===== src/rtl/ssr_pkg.sv =====
package ssr_pkg;
   localparam int BYTE_W = 8;
   localparam int BIT_W  = $clog2(BYTE_W);
   localparam int BC_W   = 2;

   typedef logic [BYTE_W-1:0] byte_t;
   typedef logic [BC_W-1:0]   bcnt_t;

   localparam bcnt_t BC_MAX = '1;

   localparam byte_t OP_WRSR  = 8'h01;
   localparam byte_t OP_WRITE = 8'h02;
   localparam byte_t OP_WRDI  = 8'h04;
   localparam byte_t OP_RDSR  = 8'h05;
   localparam byte_t OP_WREN  = 8'h06;

   typedef enum logic [2:0] {
      FR_NONE,
      FR_WREN,
      FR_WRDI,
      FR_WRSR,
      FR_WRITE
   } frame_kind_e;

   function automatic frame_kind_e classify(byte_t op, bcnt_t nb, logic aligned);
      frame_kind_e k;
      k = FR_NONE;
      if (aligned) begin
         if (nb == bcnt_t'(1) && op == OP_WREN)  k = FR_WREN;
         if (nb == bcnt_t'(1) && op == OP_WRDI)  k = FR_WRDI;
         if (nb == bcnt_t'(2) && op == OP_WRSR)  k = FR_WRSR;
         if (nb == BC_MAX     && op == OP_WRITE) k = FR_WRITE;
      end
      return k;
   endfunction
endpackage


===== src/rtl/ssr_sync.sv =====
module ssr_sync #(
   parameter int          W       = 4,
   parameter int          STAGES  = 2,
   parameter logic [W-1:0] RST_VAL = '0
) (
   input  logic         clk,
   input  logic         rst_n,
   input  logic [W-1:0] d,
   output logic [W-1:0] q
);
   generate
      if (STAGES == 0) begin : g_bypass
         assign q = d;
      end else begin : g_chain
         logic [W-1:0] chain [STAGES];
         always_ff @(posedge clk or negedge rst_n) begin
            if (!rst_n) begin
               for (int i = 0; i < STAGES; i++) chain[i] <= RST_VAL;
            end else begin
               chain[0] <= d;
               for (int i = 1; i < STAGES; i++) chain[i] <= chain[i-1];
            end
         end
         assign q = chain[STAGES-1];
      end
   endgenerate
endmodule


===== src/rtl/ssr_rx.sv =====
module ssr_rx import ssr_pkg::*; #(
   parameter int FIELD_LSB = 2,
   parameter int FIELD_W   = 2
) (
   input  logic               clk,
   input  logic               rst_n,
   input  logic               sel,
   input  logic               sck_rise,
   input  logic               mosi_s,
   output byte_t              op,
   output logic               op_stb,
   output logic [FIELD_W-1:0] wr_field,
   output bcnt_t              nbytes,
   output logic               aligned
);
   logic [BIT_W-1:0]  bit_ph;
   logic [BYTE_W-2:0] sr;
   byte_t             rx_byte;

   assign rx_byte = {sr, mosi_s};
   assign aligned = (bit_ph == '0);

   always_ff @(posedge clk or negedge rst_n) begin
      if (!rst_n) begin
         bit_ph   <= '0;
         sr       <= '0;
         nbytes   <= '0;
         op       <= '0;
         op_stb   <= 1'b0;
         wr_field <= '0;
      end else if (!sel) begin
         bit_ph <= '0;
         nbytes <= '0;
         op_stb <= 1'b0;
      end else begin
         op_stb <= 1'b0;
         if (sck_rise) begin
            sr     <= rx_byte[BYTE_W-2:0];
            bit_ph <= bit_ph + 1'b1;
            if (bit_ph == BIT_W'(BYTE_W-1)) begin
               if (nbytes == bcnt_t'(0)) begin
                  op     <= rx_byte;
                  op_stb <= 1'b1;
               end else if (nbytes == bcnt_t'(1)) begin
                  wr_field <= rx_byte[FIELD_LSB +: FIELD_W];
               end
               if (nbytes != BC_MAX) nbytes <= nbytes + 1'b1;
            end
         end
      end
   end
endmodule


===== src/rtl/ssr_status.sv =====
module ssr_status import ssr_pkg::*; #(
   parameter int            BP_W    = 2,
   parameter logic [BP_W-1:0] BP_INIT = '0
) (
   input  logic            clk,
   input  logic            rst_n,
   input  logic            frame_end,
   input  frame_kind_e     kind,
   input  logic [BP_W-1:0] wr_bp,
   input  logic            rdsr_stb,
   input  logic            hpm,
   input  logic            wt_done,
   output logic            wip,
   output logic            wel,
   output logic [BP_W-1:0] bp_nv,
   output logic [BP_W-1:0] bp_view,
   output logic            wt_start,
   output byte_t           status
);
   localparam int FILL_W = BYTE_W - 2 - BP_W;

   logic [BP_W-1:0] bp_pend;
   logic            pend_v;
   logic            acc_wrsr, acc_write;

   assign acc_wrsr  = frame_end && (kind == FR_WRSR)  && wel && !wip && !hpm;
   assign acc_write = frame_end && (kind == FR_WRITE) && wel && !wip;

   generate
      if (FILL_W > 0) begin : g_fill
         assign status = {{FILL_W{1'b1}}, bp_view, wel, wip};
      end else begin : g_nofill
         assign status = {bp_view, wel, wip};
      end
   endgenerate

   always_ff @(posedge clk or negedge rst_n) begin
      if (!rst_n) begin
         wip      <= 1'b0;
         wel      <= 1'b0;
         bp_nv    <= BP_INIT;
         bp_view  <= BP_INIT;
         bp_pend  <= '0;
         pend_v   <= 1'b0;
         wt_start <= 1'b0;
      end else begin
         wt_start <= acc_wrsr || acc_write;
         if (acc_wrsr) begin
            bp_pend <= wr_bp;
            pend_v  <= 1'b1;
         end
         if (acc_wrsr || acc_write) wip <= 1'b1;
         if (wip && wt_done) begin
            wip    <= 1'b0;
            wel    <= 1'b0;
            pend_v <= 1'b0;
            if (pend_v) bp_nv <= bp_pend;
         end
         if (frame_end && kind == FR_WREN) wel <= 1'b1;
         if (frame_end && kind == FR_WRDI) wel <= 1'b0;
         if (rdsr_stb && !wip) bp_view <= bp_nv;
      end
   end
endmodule


===== src/rtl/ssr_tx.sv =====
module ssr_tx import ssr_pkg::*; (
   input  logic  clk,
   input  logic  rst_n,
   input  logic  sel,
   input  logic  sck_fall,
   input  logic  rd_go,
   input  byte_t status,
   output logic  sdo,
   output logic  sdo_oe
);
   logic             rd_en;
   logic [BIT_W-1:0] left;
   logic [BYTE_W-2:0] sr;

   always_ff @(posedge clk or negedge rst_n) begin
      if (!rst_n) begin
         rd_en  <= 1'b0;
         sdo_oe <= 1'b0;
         sdo    <= 1'b0;
         left   <= '0;
         sr     <= '0;
      end else if (!sel) begin
         rd_en  <= 1'b0;
         sdo_oe <= 1'b0;
         sdo    <= 1'b0;
         left   <= '0;
      end else begin
         if (rd_go) rd_en <= 1'b1;
         if (rd_en && sck_fall) begin
            sdo_oe <= 1'b1;
            if (left == '0) begin
               sdo  <= status[BYTE_W-1];
               sr   <= status[BYTE_W-2:0];
               left <= BIT_W'(BYTE_W-1);
            end else begin
               sdo  <= sr[BYTE_W-2];
               sr   <= {sr[BYTE_W-3:0], 1'b0};
               left <= left - 1'b1;
            end
         end
      end
   end
endmodule


===== src/rtl/ssr_engine.sv =====
module ssr_engine import ssr_pkg::*; #(
   parameter int              SYNC_STAGES = 2,
   parameter int              BP_W        = 2,
   parameter logic [BP_W-1:0] BP_INIT     = '0
) (
   input  logic clk,
   input  logic rst_n,
   input  logic cs_n,
   input  logic sck,
   input  logic mosi,
   input  logic wp_n,
   input  logic nvlock_en,
   input  logic wt_done,
   output logic sdo,
   output logic sdo_oe,
   output logic wt_start
);
   localparam int BP_LSB = 2;

   generate
      if (SYNC_STAGES < 0 || SYNC_STAGES > 4) begin : g_bad_sync
         $error("ssr_engine: SYNC_STAGES must be 0..4");
      end
      if (BP_W < 1 || BP_W > BYTE_W - BP_LSB) begin : g_bad_bp
         $error("ssr_engine: BP_W out of range");
      end
   endgenerate

   logic [3:0]      pins_s;
   logic            cs_n_s, sck_s, mosi_s, wp_n_s;
   logic            sck_q, cs_q;
   logic            sck_rise, sck_fall, frame_end, hpm;
   byte_t           op;
   logic            op_stb, aligned;
   bcnt_t           nbytes;
   logic [BP_W-1:0] wr_bp;
   frame_kind_e     kind;
   logic            rdsr_stb;
   logic            wip, wel;
   logic [BP_W-1:0] bp_nv, bp_view;
   byte_t           status;

   ssr_sync #(.W(4), .STAGES(SYNC_STAGES), .RST_VAL(4'b1001)) u_sync (
      .clk(clk), .rst_n(rst_n), .d({cs_n, sck, mosi, wp_n}), .q(pins_s));

   assign {cs_n_s, sck_s, mosi_s, wp_n_s} = pins_s;

   always_ff @(posedge clk or negedge rst_n) begin
      if (!rst_n) begin
         sck_q <= 1'b0;
         cs_q  <= 1'b1;
      end else begin
         sck_q <= sck_s;
         cs_q  <= cs_n_s;
      end
   end

   assign sck_rise  = sck_s && !sck_q && !cs_n_s;
   assign sck_fall  = !sck_s && sck_q && !cs_n_s;
   assign frame_end = cs_n_s && !cs_q;
   assign hpm       = !wp_n_s && nvlock_en;
   assign kind      = classify(op, nbytes, aligned);
   assign rdsr_stb  = op_stb && (op == OP_RDSR);

   ssr_rx #(.FIELD_LSB(BP_LSB), .FIELD_W(BP_W)) u_rx (
      .clk(clk), .rst_n(rst_n), .sel(!cs_n_s), .sck_rise(sck_rise), .mosi_s(mosi_s),
      .op(op), .op_stb(op_stb), .wr_field(wr_bp), .nbytes(nbytes), .aligned(aligned));

   ssr_status #(.BP_W(BP_W), .BP_INIT(BP_INIT)) u_status (
      .clk(clk), .rst_n(rst_n), .frame_end(frame_end), .kind(kind), .wr_bp(wr_bp),
      .rdsr_stb(rdsr_stb), .hpm(hpm), .wt_done(wt_done), .wip(wip), .wel(wel),
      .bp_nv(bp_nv), .bp_view(bp_view), .wt_start(wt_start), .status(status));

   ssr_tx u_tx (
      .clk(clk), .rst_n(rst_n), .sel(!cs_n_s), .sck_fall(sck_fall), .rd_go(rdsr_stb),
      .status(status), .sdo(sdo), .sdo_oe(sdo_oe));
endmodule


===== config.mk =====
export PLATFORM = sky130hd
export DESIGN_NAME = ssr_engine
export DESIGN_NICKNAME = d
export VERILOG_FILES = /design/src/rtl/ssr_pkg.sv /design/src/rtl/ssr_sync.sv /design/src/rtl/ssr_rx.sv /design/src/rtl/ssr_status.sv /design/src/rtl/ssr_tx.sv /design/src/rtl/ssr_engine.sv
export SDC_FILE = /design/constraint.sdc
export NUM_CORES = 1
export LEC_CHECK = 0
export BUFFER_PORTS_ARGS = -buffer_cell sky130_fd_sc_hd__buf_2
export CAP_MARGIN = 0
export CORE_UTILIZATION = 55
export CTS_CLUSTER_SIZE = 10
export DETAILED_ROUTE_END_ITERATION = 8
export MAX_ROUTING_LAYER = met4
export PLACE_DENSITY_LB_ADDON = 0.12
export RECOVER_POWER = 100
export SYNTH_ARGS = -nofsm -noshare
export SYNTH_HDL_FRONTEND = slang
export SYNTH_SLANG_ARGS = --single-unit

===== constraint.sdc =====
create_clock -name clk -period 1.9 [get_ports clk]
set_input_delay 0.57 -clock clk [delete_from_list [all_inputs] [get_ports clk]]
set_output_delay 0.57 -clock clk [all_outputs]
set_load 0.05 [all_outputs]

### Yosys cells after proc, flatten, opt, wreduce, memory -nomap -nowiden

Cells that the tools add are included.

| storage, ports and cells | value |
|---|---|
| ROM bits | 0 |
| word-level logic and storage cells | 122 |
| memory bits (writable) | 0 |
| output and inout bits | 3 |
| memories kept | 0 |
| bits in latches | 0 |
| flip-flop bits (word level) | 56 |

| operators by class | value |
|---|---|
| shift-type cells | 0 |
| $mul | 0 |
| order comparisons | 0 |
| divide/modulo/power cells | 0 |
| reduce and logical (&&, ||, !) cells | 48 |
| multiplexer cells | 33 |
| eq/ne operators | 14 |
| add/sub/neg operators | 3 |
| bitwise operators | 2 |

Operator list:

| cell | count |
|---|---|
| two-way mux 3 bit | 9 |
| equality test 8 x 3 -> 1 bit (second input constant) | 3 |
| logical AND 1 bit | 23 |
| two-way mux 1 bit | 19 |
| nonzero test 2 bit | 7 |
| equality test 8 x 1 -> 1 bit (second input constant) | 1 |
| equality test 8 x 2 -> 1 bit (second input constant) | 1 |
| two-way mux 2 bit | 4 |
| logical NOT 1 bit | 7 |
| two-way mux 7 bit | 1 |
| equality test 3 x 2 -> 1 bit (second input constant) | 2 |
| equality test 3 bit (second input constant) | 2 |
| logical NOT 3 bit | 2 |
| AND reduction 2 bit | 3 |
| AND reduction 5 bit | 1 |
| equality test 2 bit (second input constant) | 2 |
| AND reduction 4 bit | 1 |
| adder 3 x 1 -> 3 bit (second input constant) | 1 |
| equality test 3 x 1 -> 1 bit (second input constant) | 1 |
| AND reduction 3 bit | 1 |
| nonzero test 3 bit | 1 |
| subtractor 3 x 1 -> 3 bit (second input constant) | 1 |
| adder 2 x 1 -> 2 bit (second input constant) | 1 |
| equality test 2 x 1 -> 1 bit (second input constant) | 1 |
| 4 further kinds | 5 |

### Logic depth before layout (Yosys ltp)

Gate-level depths: netlist of the first run.

| depth | value |
|---|---|
| depth in word-level cells | 15 |
| depth in mapped cells | 7 |
| depth with buffers taken out | 6 |

### Modules after synthesis

From an unflattened synthesis of the first run, not the netlist that was laid out.

| unflattened totals | value |
|---|---|
| cell total of the unflattened synthesis | 205 |
| area total of the unflattened synthesis | 2587.5 um2 |

By module, submodules not included:

| module | area an instance (um2) | times used | cells each |
|---|---|---|---|
| ssr_rx | 1022.2 | 1 | 69 |
| ssr_tx | 626.9 | 1 | 61 |
| ssr_status | 510.5 | 1 | 42 |
| ssr_sync | 235.2 | 1 | 12 |
| ssr_engine | 192.7 | 1 | 21 |

### Worst setup path after synthesis of the first run

No wires, ideal clock.

| path | value |
|---|---|
| kind | flip-flop to flip-flop |
| from | register u_rx.bit_ph[0] |
| to | register u_status.bp_pend[0] |
| slack | 0.309 ns |
| library setup time | 0.125 ns |
| cell stages (with the launch flop) | 7 |
| period minus slack after synthesis | 1.591 ns |
| path buffers | 0 |
| data required time | 1.775 ns |
| arrival time | 1.466 ns |
| path through | dfrtp_1 inv_1 ha_1 and4bb_1 nand4b_1 or2_4 mux2_4 |

| on the way | value |
|---|---|
| word-level cells in the longest chain between the ends | 7 |

RTL lines:

| element | line | source |
|---|---|---|
| start, declared | ssr_rx.sv:16 | `logic [BIT_W-1:0] bit_ph;` |
| start signal, assigned | ssr_rx.sv:39 | `bit_ph <= bit_ph + 1'b1;` |
| logical NOT 3 bit | ssr_rx.sv:21 | `assign aligned = (bit_ph == '0);` |
| two-way mux 3 bit | ssr_pkg.sv:28 | `if (aligned) begin` |
| equality test 3 x 2 -> 1 bit | ssr_status.sv:26 | `assign acc_wrsr = frame_end && (kind == FR_WRSR) && wel && !wip && !hpm;` |
| logical AND 1 bit (4 in series) | ssr_status.sv:26 |  |
| end signal, assigned | ssr_status.sv:49 | `bp_pend <= wr_bp;` |
| end, declared | ssr_status.sv:22 | `logic [BP_W-1:0] bp_pend;` |

No other way between the ends.
A chain may end at the register's enable or synchronous reset.

### Worst setup path in the final report of the first run

| path | value |
|---|---|
| from | register u_rx.op[5] |
| to | register u_status.bp_view[0] |

| on the way | value |
|---|---|
| word-level cells in the longest chain between the ends | 3 |

RTL lines:

| element | line | source |
|---|---|---|
| start, declared | ssr_rx.sv:10 | `output byte_t op,` |
| start signal, assigned | ssr_rx.sv:42 | `op <= rx_byte;` |
| equality test 8 x 3 -> 1 bit | ssr_engine.sv:63 | `assign rdsr_stb = op_stb && (op == OP_RDSR);` |
| logical AND 1 bit | ssr_engine.sv:63 |  |
| logical AND 1 bit | ssr_status.sv:61 | `if (rdsr_stb && !wip) bp_view <= bp_nv;` |
| end signal, assigned | ssr_status.sv:61 |  |
| end, declared | ssr_status.sv:16 | `output logic [BP_W-1:0] bp_view,` |

No other way between the ends.

==> results of run 1 <==
routing by layer:
layer	track usage [%]	vias to the layer above	routed length (um)
met5	-	-	0
met4	9.64	0	102
met3	5.50	11	133
met2	30.4	31	1700
met1	22.8	699	1710
li1	-	680	-
sequential cells by signal, summed over array words and instances (netlist names):
signal and cells:
u_rx.nbytes 2, u_tx.sdo_oe 1, u_rx.op 8, u_status.wip 1
u_tx.left 3, u_tx.sr 7, u_status.bp_pend 2, u_rx.sr 7
u_sync.q 4, u_rx.bit_ph 3, u_tx.sdo 1, u_tx.rd_en 1
u_rx.wr_field 2, u_status.bp_nv 2, cs_q 1, u_status.wt_start 1
u_status.bp_view 2, u_sync.g_chain.chain 4, sck_q 1, u_rx.op_stb 1
u_status.pend_v 1, u_status.wel 1
worst max-delay path: cells and delay by family, from the launching register on:
kind / cells / cell delay (ns)
flip-flops: 1 / 0.39
multiplexers: 1 / 0.35
AND/OR/NAND/NOR: 3 / 0.92
power by group through the flow:
stage / sequential, W / clock, W / combinational (W)
final: 0.00132 / 0.000660 / 0.000122
after global routing: 0.00133 / 0.000740 / 0.000137
after CTS: 0.00132 / 0.000692 / 0.000130
after detailed placement: 0.00134 / 0 / 0.000129
after global placement: 0.00134 / 0 / 0.000124
after floorplan: 0.00132 / 0 / 0.0000831
metrics by stage:
step | cells | setup slack, ns | util, % | hold WS [ns] | power [W]
2_1_floorplan | 189 | 0.309 | - | 0.274 | 0.00141
3_3_place_gp | 247 | 0.241 | 61.7 | 0.335 | 0.00146
3_5_place_dp | 247 | 0.195 | 61.7 | 0.343 | 0.00147
4_1_cts | 255 | 0.183 | 64.1 | 0.243 | 0.00214
5_1_grt | 255 | 0.0403 | 63.0 | 0.331 | 0.00221
6_report | 255 | 0.134 | 63.0 | 0.357 | 0.00210
area by class of cell:
class                   count  share of cell area (%)
clock buffers               6                    3.21
clock inverters             2                   0.583
inverters                  11                    1.60
multi-input cells         117                    34.9
flip-flops and latches     56                    54.7
well taps                  50                    2.43
repair buffers             13                    2.58
cell families after synthesis:
group | Yosys count | synth area share (%)
flops | 56 | 58.7
simple gates | 55 | 13.8
mux | 26 | 12.4
compound gates | 25 | 6.94
buf+inv | 16 | 2.72
fa+ha+maj | 9 | 4.70
xor+xnor | 2 | 0.731
cell usage in the layout, fill, tap and decap left out, types with 2 or more instances in the layout:
cell        synthesis  routed
a41oi_1             2       2
nand3_1             4       4
a31oi_1             4       4
clkinvlp_4          0       2
nand4b_1            2       2
mux2i_1             3       3
xnor2_1             2       2
clkbuf_8            0       6
nor2b_1             4       4
nor3b_1             2       2
nor2_1             16      16
a21o_1              2       2
dfrtp_1            51      51
inv_1              11      11
o21ai_0             3       3
dfstp_2             5       5
nand3b_1            2       2
nand2_1            11      11
buf_4               0       2
mux2_2             21      23
clkbuf_1            0       3
nand2b_1            3       3
buf_2               4       7
a21oi_1             9       9
ha_1                9       9
worst max path at each step:
stage,start,end,slack [ns],depth (start not counted)
floorplan,u_rx.bit_ph[0],u_status.bp_pend[0],0.31,6
global placement,u_rx.bit_ph[0],u_status.bp_pend[0],0.24,6
detailed placement,u_rx.nbytes[1],u_status.wel,0.20,6
CTS,u_rx.nbytes[1],u_status.wel,0.18,6
global route,u_rx.op[5],u_status.bp_view[0],0.04,4
finish,u_rx.op[5],u_status.bp_view[0],0.13,4
==> metrics.md, run 1 <==
| Metric | Value |
|---|---|
| Status | `complete, no violations` |
| Number of enable flip-flop cells after synthesis | `0` |
| Vias in the first global route | `between 1,000 and 1,500` |
| Yosys reg bits | `56` |
| Layout cells sized above 1 | `25.4%` |
| Die ar. | `0.00462 sq mm` |
| Root buffer selected by CTS | `clkbuf_8` |
| Clk sinks | `56` |
| Post-DP HPWL | `around 2700 um` |
| Antenna Nets Post-Route | `0` |
| Via/cell ratio | `5.57` |
| Placed Area | `about 0.0025 sq mm` |
| Cell count after synthesis | `around 190` |
| Library cells used by synthesis | `39` |
| Commonest cells post-synth | `51 x dfrtp_1, 21 x mux2_2, 16 x nor2_1` |
| Synth area leader | `dfrtp_1` |
| Async SR Flop Fraction | `100%` |
| Synth warn | `0` |
| Clock transition at the registers of the reported paths | `0.10 ns` |
| Core Rows | `23` |
| Combined area of the multi-input logic cells | `900 sq um` |
| Pleak | `1.25 nW` |
| 1st-pass router iterations | `5` |
| Cts repair resizes | `0` |
| Gate power share | `5.8%` |
| RR Startpoint | `u_rx.op[5]` |
| Final setup TNS | `0 ns` |
| Cell area after layout | `approximately 0.0026 sq mm` |
| Critical Path Start Type | `flop` |
| Synth Net Count | `206` |
| Hold-fix buffers at CTS | `0` |
| Synth Flop Type | `dfrtp_1` |
| First-pass GRT wire length | `about 6200 um` |
| CTS Buf Count | `5` |
| GRT Total Usage | `roughly a fifth` |
| Sequential Power Share | `62.8%` |
| Worst reg2reg path depth | `4` |
| Mapped Area | `0.00240 sq mm` |
| Final Setup Violations | `0` |
| Cell depth of the worst min-delay path | `1` |
| Worst reg2reg setup slack | `0.13 ns` |
| DR vias | `1,421` |
| CP Cell Sequence | `nor4_1, and2b_2, and3_1, mux2_2` |
| Grt total ovfl | `0` |
| Iter 0 DRT Violations | `73` |
| Area contributors post-synth | `dfrtp_1 53%, mux2_2 9.9%, dfstp_2 5.5%` |
| HP Start | `cs_n` |
| Pint | `0.00163 W` |
| Switch share | `between 20% and 30%` |
| Final hold vios | `0` |
| Sw Pwr | `0.000471 W` |
| Clock Latency Late Sink | `0.31 ns` |
| Critical Path Fanout Max | `5` |
| Core region area | `0.00409 sq mm` |
| Reg-to-reg critical path endpoint | `u_status.bp_view[0]` |
| Worst Hold End | `u_sync.g_chain.chain[7]` |
| Largest net degree at the start of global routing | `between 50 and 60` |
| Post-synthesis sequential area ratio | `58.7%` |
| Slowest cell on the critical path | `nor4_1` |
| Worst IR Drop VDD | `0.000447 V` |
| Hold crit path type | `primary input to flop` |
| Effective utilization at floorplan | `58.6%` |
| Max Cap Viol | `0` |
| Die width | `68.0 um` |
| Register area | `about 0.0014 sq mm` |
| Clock share of power | `between 30% and 40%` |
| Clock Path Buffers | `2` |
| Top-count cell post-synth | `dfrtp_1` |
| Power per standard cell area | `about 800 mW/mm^2` |
| Layout fillers | `between 300 and 400` |
| Io pins | `11` |
| Area Overhead vs Synth | `7.47%` |
| Worst-Margin Slew | `approximately 1.3 ns` |
| CTS H-Tree Depth | `2` |
| Worst Path Arrival | `1.97 ns` |
| Port buffer count | `10` |
| CTS tree | `done` |
| Final nets | `221` |
| Mean Syn Cell Area | `12.7 sq um` |
| FMAX | `between 500 and 600 MHz` |
| Die H | `68.0 um` |
| Fin Clk Skew | `0.0104 ns` |
| Placer congestion estimate | `0.840` |
| CP required | `2.10 ns` |
| WS Path Type | `flop to flop` |
| Critical path endpoint category | `flop` |
| Minimum clock period | `roughly 1.8 ns` |
| Final Slew Violations | `0` |
| Final worst-path cycle share | `between 90% and 100%` |
| Rel. slew slack | `12.4%` |
| DRC | `0` |
| Max stage delay on crit path | `0.43 ns` |
| Post-CTS setup buffers | `0` |
| Yosys top cell area share | `between 50% and 60%` |
| Inserted Diodes | `0` |
| Total Wirelength | `about 3600 um` |
| Initial antenna violation count | `0` |
| Routed len/inst | `14.3 um` |
| RSZ-0062 raised after global routing | `no` |
No activity file was read; power rests on OpenSTA's default activity.
==> inputs of run 2 (changes only) <==
==> constraint.sdc (replaced) <==
create_clock -name clk -period 1.9 [get_ports clk]
set_input_delay 0.19 -clock clk [delete_from_list [all_inputs] [get_ports clk]]
set_output_delay 0.19 -clock clk [all_outputs]
set_load 0.05 [all_outputs]
==> metrics.md, run 2 (same netlist as run 1, synthesis figures left out) <==
| Metric | Value |
|---|---|
| Routed len/inst | `14.4 um (+0.39%)` |
| Layout cells sized above 1 | `23.8% (-1.6 points)` |
| Die ar. | `0.00462 sq mm (unchanged)` |
| Final Slew Violations | `0 (unchanged)` |
| Total Wirelength | `3730 um (+2.4%)` |
| Switch share | `22.0% (-0.48 points)` |
| Final Setup Violations | `0 (unchanged)` |
| CTS H-Tree Depth | `2 (unchanged)` |
| Hold crit path type | `primary input to flop` |
| Post-DP HPWL | `2760 um (+3.4%)` |
| Clock share of power | `30.8% (-0.6 points)` |
| Met2 WL | `1840 um (+7.9%)` |
| WS Path Type | `flop to flop` |
| Power per standard cell area | `796 mW/mm^2 (-2.4%)` |
| DRC | `0 (unchanged)` |
| Clock Path Buffers | `2 (unchanged)` |
| Gate power share | `6.2% (+0.4 points)` |
| Pleak | `1.28 nW (+2.4%)` |
| Die H | `68.0 um (unchanged)` |
| Core region area | `0.00409 sq mm (unchanged)` |
| Worst-Margin Slew | `0.679 ns (-0.635 ns)` |
| DR vias | `1,429 (+0.56%)` |
| Vias in the first global route | `1,476 (+3.1%)` |
| Effective utilization at floorplan | `58.6% (unchanged)` |
| FMAX | `578 MHz (+2.0%)` |
| Slowest cell on the critical path | `dfrtp_1` |
| GRT Total Usage | `19.7% (+0.30 points)` |
| Final worst-path cycle share | `91.1% (-1.8 points)` |
| Commonest non-fill, non-tap cell in the layout | `dfrtp_1` |
| CP required | `2.09 ns (about the same)` |
| Initial antenna violation count | `0 (unchanged)` |
| Grt total ovfl | `0 (unchanged)` |
| Pint | `0.00163 W (+0.13%)` |
| Iter 0 DRT Violations | `65 (-11%)` |
| Worst Path Arrival | `1.92 ns (-0.05 ns)` |
| Critical Path Start Type | `flop` |
| Met3 wire len | `111 um (-17%)` |
| Antenna Nets Post-Route | `0 (unchanged)` |
| Most frequent cells in the layout | `51 x dfrtp_1, 22 x mux2_2, 16 x nor2_1` |
| Rel. slew slack | `54.7% (+42 points)` |
| Root buffer selected by CTS | `clkbuf_8` |
| Io pins | `11 (unchanged)` |
| Final nets | `226 (+2.3%)` |
| Sequential Power Share | `63.1% (+0.3 points)` |
| CTS tree | `done` |
| Utilization after layout | `64.2% (+1.2 points)` |
| Top sig layer | `met4` |
| Minimum clock period | `1.73 ns (-0.0347 ns)` |
| Worst IR Drop VDD | `0.000332 V (-26%)` |
| RSZ-0062 raised after global routing | `no` |
| 1st-pass router iterations | `4 (-1)` |
| Final hold vios | `0 (unchanged)` |
| Core Rows | `23 (unchanged)` |
| Status | `complete, no violations` |
| Flip-flop count of the largest register after layout | `8 (unchanged)` |
| CP Cell Sequence | `inv_1, ha_1, and4bb_1, nand4b_1, or2_0, mux2_1` |
| First-pass GRT wire length | `6420 um (+3.7%)` |
| Fin Clk Skew | `0.00508 ns (-0.00528 ns)` |
| Via/cell ratio | `5.50 (-1.4%)` |
| Largest regs | `u_rx.op (8), u_rx.sr (7), u_tx.sr (7)` |
| Max stage delay on crit path | `0.40 ns (-0.03 ns)` |
| Inserted Diodes | `0 (unchanged)` |
| Largest Register | `u_rx.op` |
| Port buffer count | `10 (unchanged)` |
| Worst hold slack | `0.187 ns (-0.170 ns)` |
| CTS Buf Count | `5 (unchanged)` |
| Area Overhead vs Synth | `9.56%` |
| Post-CTS setup buffers | `0 (unchanged)` |
| Clk sinks | `56 (unchanged)` |
| Critical path endpoint category | `flop` |
| Sw Pwr | `0.000459 W (-2.6%)` |
| Placer congestion estimate | `0.860 (+2.4%)` |
| Die width | `68.0 um (unchanged)` |
| Critical Path Fanout Max | `3 (-2)` |
| Clock Latency Late Sink | `0.30 ns (about the same)` |
| Final setup TNS | `0 ns (unchanged)` |
| Largest net degree at the start of global routing | `30 (-47%)` |
| Max Cap Viol | `0 (unchanged)` |
| M1 wire length | `1750 um (+2.3%)` |
| Clock transition at the registers of the reported paths | `0.09 ns (about the same)` |
-- run 2: changes by cell type in the layout (fill, tap and decap cells not counted), sizes merged --
cell / before / now
clkinvlp: 2 / 0
clkinv: 0 / 2
dlygate4sd3: 0 / 5
clkbuf: 10 / 11
buf: 9 / 8
-- run 2: routing by layer --
metal,global-route usage (%),vias to the layer above
met1,23.7,720
met2,32.6,16
met5,-,-
met4,5.47,0
met3,5.17,4
li1,-,689
-- run 2: power groups by stage --
stage | sequential [W] | combinational [W] | clock [W]
4_1_cts | 0.00132 | 0.000137 | 0.000671
6_report | 0.00132 | 0.000129 | 0.000643
3_5_place_dp | 0.00134 | 0.000129 | 0
3_3_place_gp | 0.00134 | 0.000124 | 0
2_1_floorplan | 0.00132 | 0.0000831 | 0
5_1_grt | 0.00133 | 0.000146 | 0.000710
-- run 2: what timing repair did --
action,in CTS,in global routing
hold buffers,5,0
setup endpoints to repair,0,0
hold endpoints to repair,32,0
gates resized for setup,0,0
-- run 2: final timing paths --
kind,startpoint,end,slack [ns],depth (start not counted)
min,wt_done,u_status.wip,0.19,3
max reg2reg,u_rx.bit_ph[0],u_status.bp_pend[0],0.17,6
max in group asynchronous,rst_n,u_rx.sr[0],0.36,3
max,u_rx.bit_ph[0],u_status.bp_pend[0],0.17,6
min reg2reg,u_sync.g_chain.chain[5],u_sync.q[1],0.35,0
min in group asynchronous,rst_n,u_tx.sr[5],0.45,2
-- run 2: final cells by class --
class                           count  area [sq um]
Inverter                           11          41.3
Sequential cell                    56          1410
Clock inverter                      2          10.0
Multi-Input combinational cell    117           905
Tap cell                           50          62.6
Fill cell                         326          1460
Clock buffer                        6          82.6
Timing Repair Buffer               18           116
-- run 2: worst max-delay path, delay by kind of cell (launching register included) --
| family | cells | cell delay, ns |
|---|---|---|
| AND/OR/NAND/NOR | 3 | 0.62 |
| buffers and inverters | 1 | 0.09 |
| adder cells (fa/ha/maj) | 1 | 0.17 |
| multiplexers | 1 | 0.34 |
| flip-flops | 1 | 0.40 |
-- run 2: stage by stage --
| step | setup WS (ns) | power [W] | cells | area (sq um) |
|---|---|---|---|---|
| finish | 0.168 | 0.00209 | 260 | 2630 |
| global route | 0.0492 | 0.00219 | 260 | 2630 |
| CTS | 0.177 | 0.00213 | 260 | 2660 |
| detailed placement | 0.188 | 0.00147 | 247 | 2520 |
| global placement | 0.235 | 0.00146 | 247 | 2520 |
| floorplan | 0.309 | 0.00141 | 189 | 2400 |
==> inputs of run 3 (changes only) <==
--- a/config.mk
+++ b/config.mk
@@ -8,5 +8,5 @@
 export BUFFER_PORTS_ARGS = -buffer_cell sky130_fd_sc_hd__buf_2
 export CAP_MARGIN = 0
-export CORE_UTILIZATION = 55
+export CORE_UTILIZATION = 60
 export CTS_CLUSTER_SIZE = 10
 export DETAILED_ROUTE_END_ITERATION = 8
==> constraint.sdc (replaced) <==
create_clock -name clk -period 1.9 [get_ports clk]
set_input_delay 0 -clock clk [delete_from_list [all_inputs] [get_ports clk]]
set_output_delay 0 -clock clk [all_outputs]
set_load 0.05 [all_outputs]
==> metrics.md, run 3 (same netlist as run 1, synthesis figures left out) <==
| Metric | Value |
|---|---|
| Die width | `65.2 um (-4.1%)` |
| Sw Pwr | `0.000451 W (-1.7%)` |
| Failing checks | `max-capacitance violations, max-slew violations` |
| Grt total ovfl | `0 (unchanged)` |
| FMAX | `570 MHz (-1.3%)` |
| First-pass GRT wire length | `6490 um (+1.1%)` |
| CP required | `2.09 ns (about the same)` |
| Hold crit path type | `primary input to flop` |
| Worst IR Drop VDD | `0.000521 V (+57%)` |
| Largest net degree at the start of global routing | `30 (unchanged)` |
| Area Overhead vs Synth | `10.2%` |
| Worst Hold End | `u_status.wt_start` |
| Iter 0 DRT Violations | `102 (+57%)` |
| Final setup margin | `0.145 ns (-0.0235 ns)` |
| RR Startpoint | `u_rx.bit_ph[0]` |
| Io pins | `11 (unchanged)` |
| Switch share | `21.6% (-0.41 points)` |
| Fin Clk Skew | `0.00518 ns (+0.000107 ns)` |
| Post-CTS setup buffers | `0 (unchanged)` |
| Die ar. | `0.00425 sq mm (-8.1%)` |
| Largest Register | `u_rx.op` |
| Clock Latency Late Sink | `0.30 ns (about the same)` |
| Flip-flop count of the largest register after layout | `8 (unchanged)` |
| Final Slew Violations | `29 (+29)` |
| Status | `finished with violations` |
| Vias in the first global route | `1,479 (+0.20%)` |
| Clk sinks | `56 (unchanged)` |
| Inserted Diodes | `0 (unchanged)` |
| Initial antenna violation count | `0 (unchanged)` |
| Clock share of power | `30.6% (-0.2 points)` |
| CTS H-Tree Depth | `2 (unchanged)` |
| Rel. slew slack | `-4.80% (-60 points)` |
| Core region area | `0.00374 sq mm (-8.4%)` |
| Pint | `0.00164 W (+0.71%)` |
| Reg-to-reg critical path endpoint | `u_status.bp_pend[1]` |
| CP Cell Sequence | `inv_1, ha_1, and4bb_1, nand4b_1, or2_4, mux2_1` |
| Critical Path Start Type | `flop` |
| 1st-pass router iterations | `4 (unchanged)` |
| Worst-Margin Slew | `1.57 ns (+0.893 ns)` |
| Port buffer count | `10 (unchanged)` |
| Effective utilization at floorplan | `64.0% (+5.4 points)` |
| Pleak | `1.28 nW (+0.18%)` |
| Largest regs | `u_rx.op (8), u_rx.sr (7), u_tx.sr (7)` |
| HP Start | `nvlock_en` |
| Clock Path Buffers | `2 (unchanged)` |
| Cell depth of the worst min-delay path | `4 (+1)` |
| Most frequent cells in the layout | `51 x dfrtp_1, 21 x mux2_2, 16 x nor2_1` |
| CTS Buf Count | `5 (unchanged)` |
| Placer congestion estimate | `0.883 (+2.7%)` |
| DRC | `0 (unchanged)` |
| Worst reg2reg path depth | `6 (unchanged)` |
| Placed Area | `0.00252 sq mm (about the same)` |
| Clock transition at the registers of the reported paths | `0.09 ns (about the same)` |
| Post-DP HPWL | `2820 um (+2.1%)` |
| Worst reg2reg setup slack | `0.14 ns (-0.02 ns)` |
| Minimum clock period | `1.76 ns (+0.0235 ns)` |
| Root buffer selected by CTS | `clkbuf_8` |
| Critical path endpoint category | `flop` |
| Routed len/inst | `14.6 um (+2.0%)` |
| RSZ-0062 raised after global routing | `no` |
| Core Rows | `22 (-4.3%)` |
| Final Setup Violations | `0 (unchanged)` |
| Worst Path Arrival | `1.94 ns (+0.02 ns)` |
| Sequential Power Share | `62.9% (-0.2 points)` |
| WS Path Type | `flop to flop` |
| Critical Path Fanout Max | `3 (unchanged)` |
| CP Buf/Inv Count | `1 (unchanged)` |
| Final hold vios | `0 (unchanged)` |
| Antenna Nets Post-Route | `0 (unchanged)` |
| GRT Total Usage | `20.8% (+1.1 points)` |
| Max stage delay on crit path | `0.39 ns (about the same)` |
| Via/cell ratio | `5.59 (+1.7%)` |
| DR vias | `1,448 (+1.3%)` |
| Layout cells sized above 1 | `22.3% (-1.5 points)` |
| Gate power share | `6.5% (+0.3 points)` |
| Commonest non-fill, non-tap cell in the layout | `dfrtp_1` |
| Power per standard cell area | `793 mW/mm^2 (-0.38%)` |
| Die H | `65.2 um (-4.1%)` |
| Cell area after layout | `0.00264 sq mm (+0.57%)` |
| Place WS | `0.158 ns (-0.0298 ns)` |
| Top delay family on crit path | `simple AND/OR/NAND/NOR gates` |
| Total Wirelength | `3790 um (+1.6%)` |
| Final nets | `227 (+0.44%)` |
| Max Cap Viol | `1 (+1)` |
| Slowest cell on the critical path | `dfrtp_1` |
| Final setup TNS | `0 ns (unchanged)` |
| Final worst-path cycle share | `92.4% (+1.2 points)` |
| CTS tree | `done` |
==> run 3: metal layers <==
metal | up-vias | GRT usage (%) | routed length [um]
li1 | 693 | - | -
met1 | 724 | 25.5 | 1730
met2 | 24 | 33.2 | 1860
met3 | 7 | 6.42 | 135
met4 | 0 | 6.25 | 68
met5 | - | - | 0
==> run 3: cell type report <==
cell class	count	area, sq um
Timing Repair Buffer	19	140
Tap cell	48	60.1
Clock buffer	8	90.1
Inverter	11	41.3
Sequential cell	56	1410
Fill cell	265	1100
Multi-Input combinational cell	117	901
==> run 3: what timing repair did <==
action	in CTS	in global routing
gates resized for setup	0	0
hold endpoints to repair	33	0
hold buffers	6	0
==> run 3: worst register-to-register path, cell delays in order, from the launching register on <==
cell and delay, ns:
dfrtp_1 0.39, inv_1 0.09, ha_1 0.17, and4bb_1 0.25, nand4b_1 0.13, or2_4 0.29, mux2_1 0.32
==> run 3: through the flow <==
step	util, %	hold WS [ns]	std cells	total power [W]
after global routing	70.5	0.114	259	0.00218
after floorplan	-	-0.296	189	0.00141
after detailed placement	67.2	0.0647	245	0.00147
after global placement	67.2	0.0451	245	0.00146
final	70.5	0.0769	259	0.00209
after CTS	71.3	0.0616	259	0.00212
==> run 3: power by group through the flow <==
stage	logic (W)	registers, W	clock network, W
6_report	0.000136	0.00132	0.000641
3_3_place_gp	0.000124	0.00134	0
3_5_place_dp	0.000131	0.00134	0
5_1_grt	0.000154	0.00133	0.000704
2_1_floorplan	0.0000831	0.00132	0
4_1_cts	0.000140	0.00132	0.000664
==> run 3: worst max path at each step <==
stage	startpoint	to	slack, ns	depth (start not counted)
2_1_floorplan	u_rx.bit_ph[0]	u_status.bp_pend[0]	0.31	6
3_3_place_gp	u_rx.bit_ph[0]	u_status.bp_pend[1]	0.24	6
3_5_place_dp	u_rx.nbytes[1]	u_status.wel	0.16	6
4_1_cts	u_rx.nbytes[1]	u_status.wel	0.14	6
5_1_grt	u_rx.bit_ph[0]	u_status.bp_pend[0]	0.06	6
6_report	u_rx.bit_ph[0]	u_status.bp_pend[1]	0.14	6
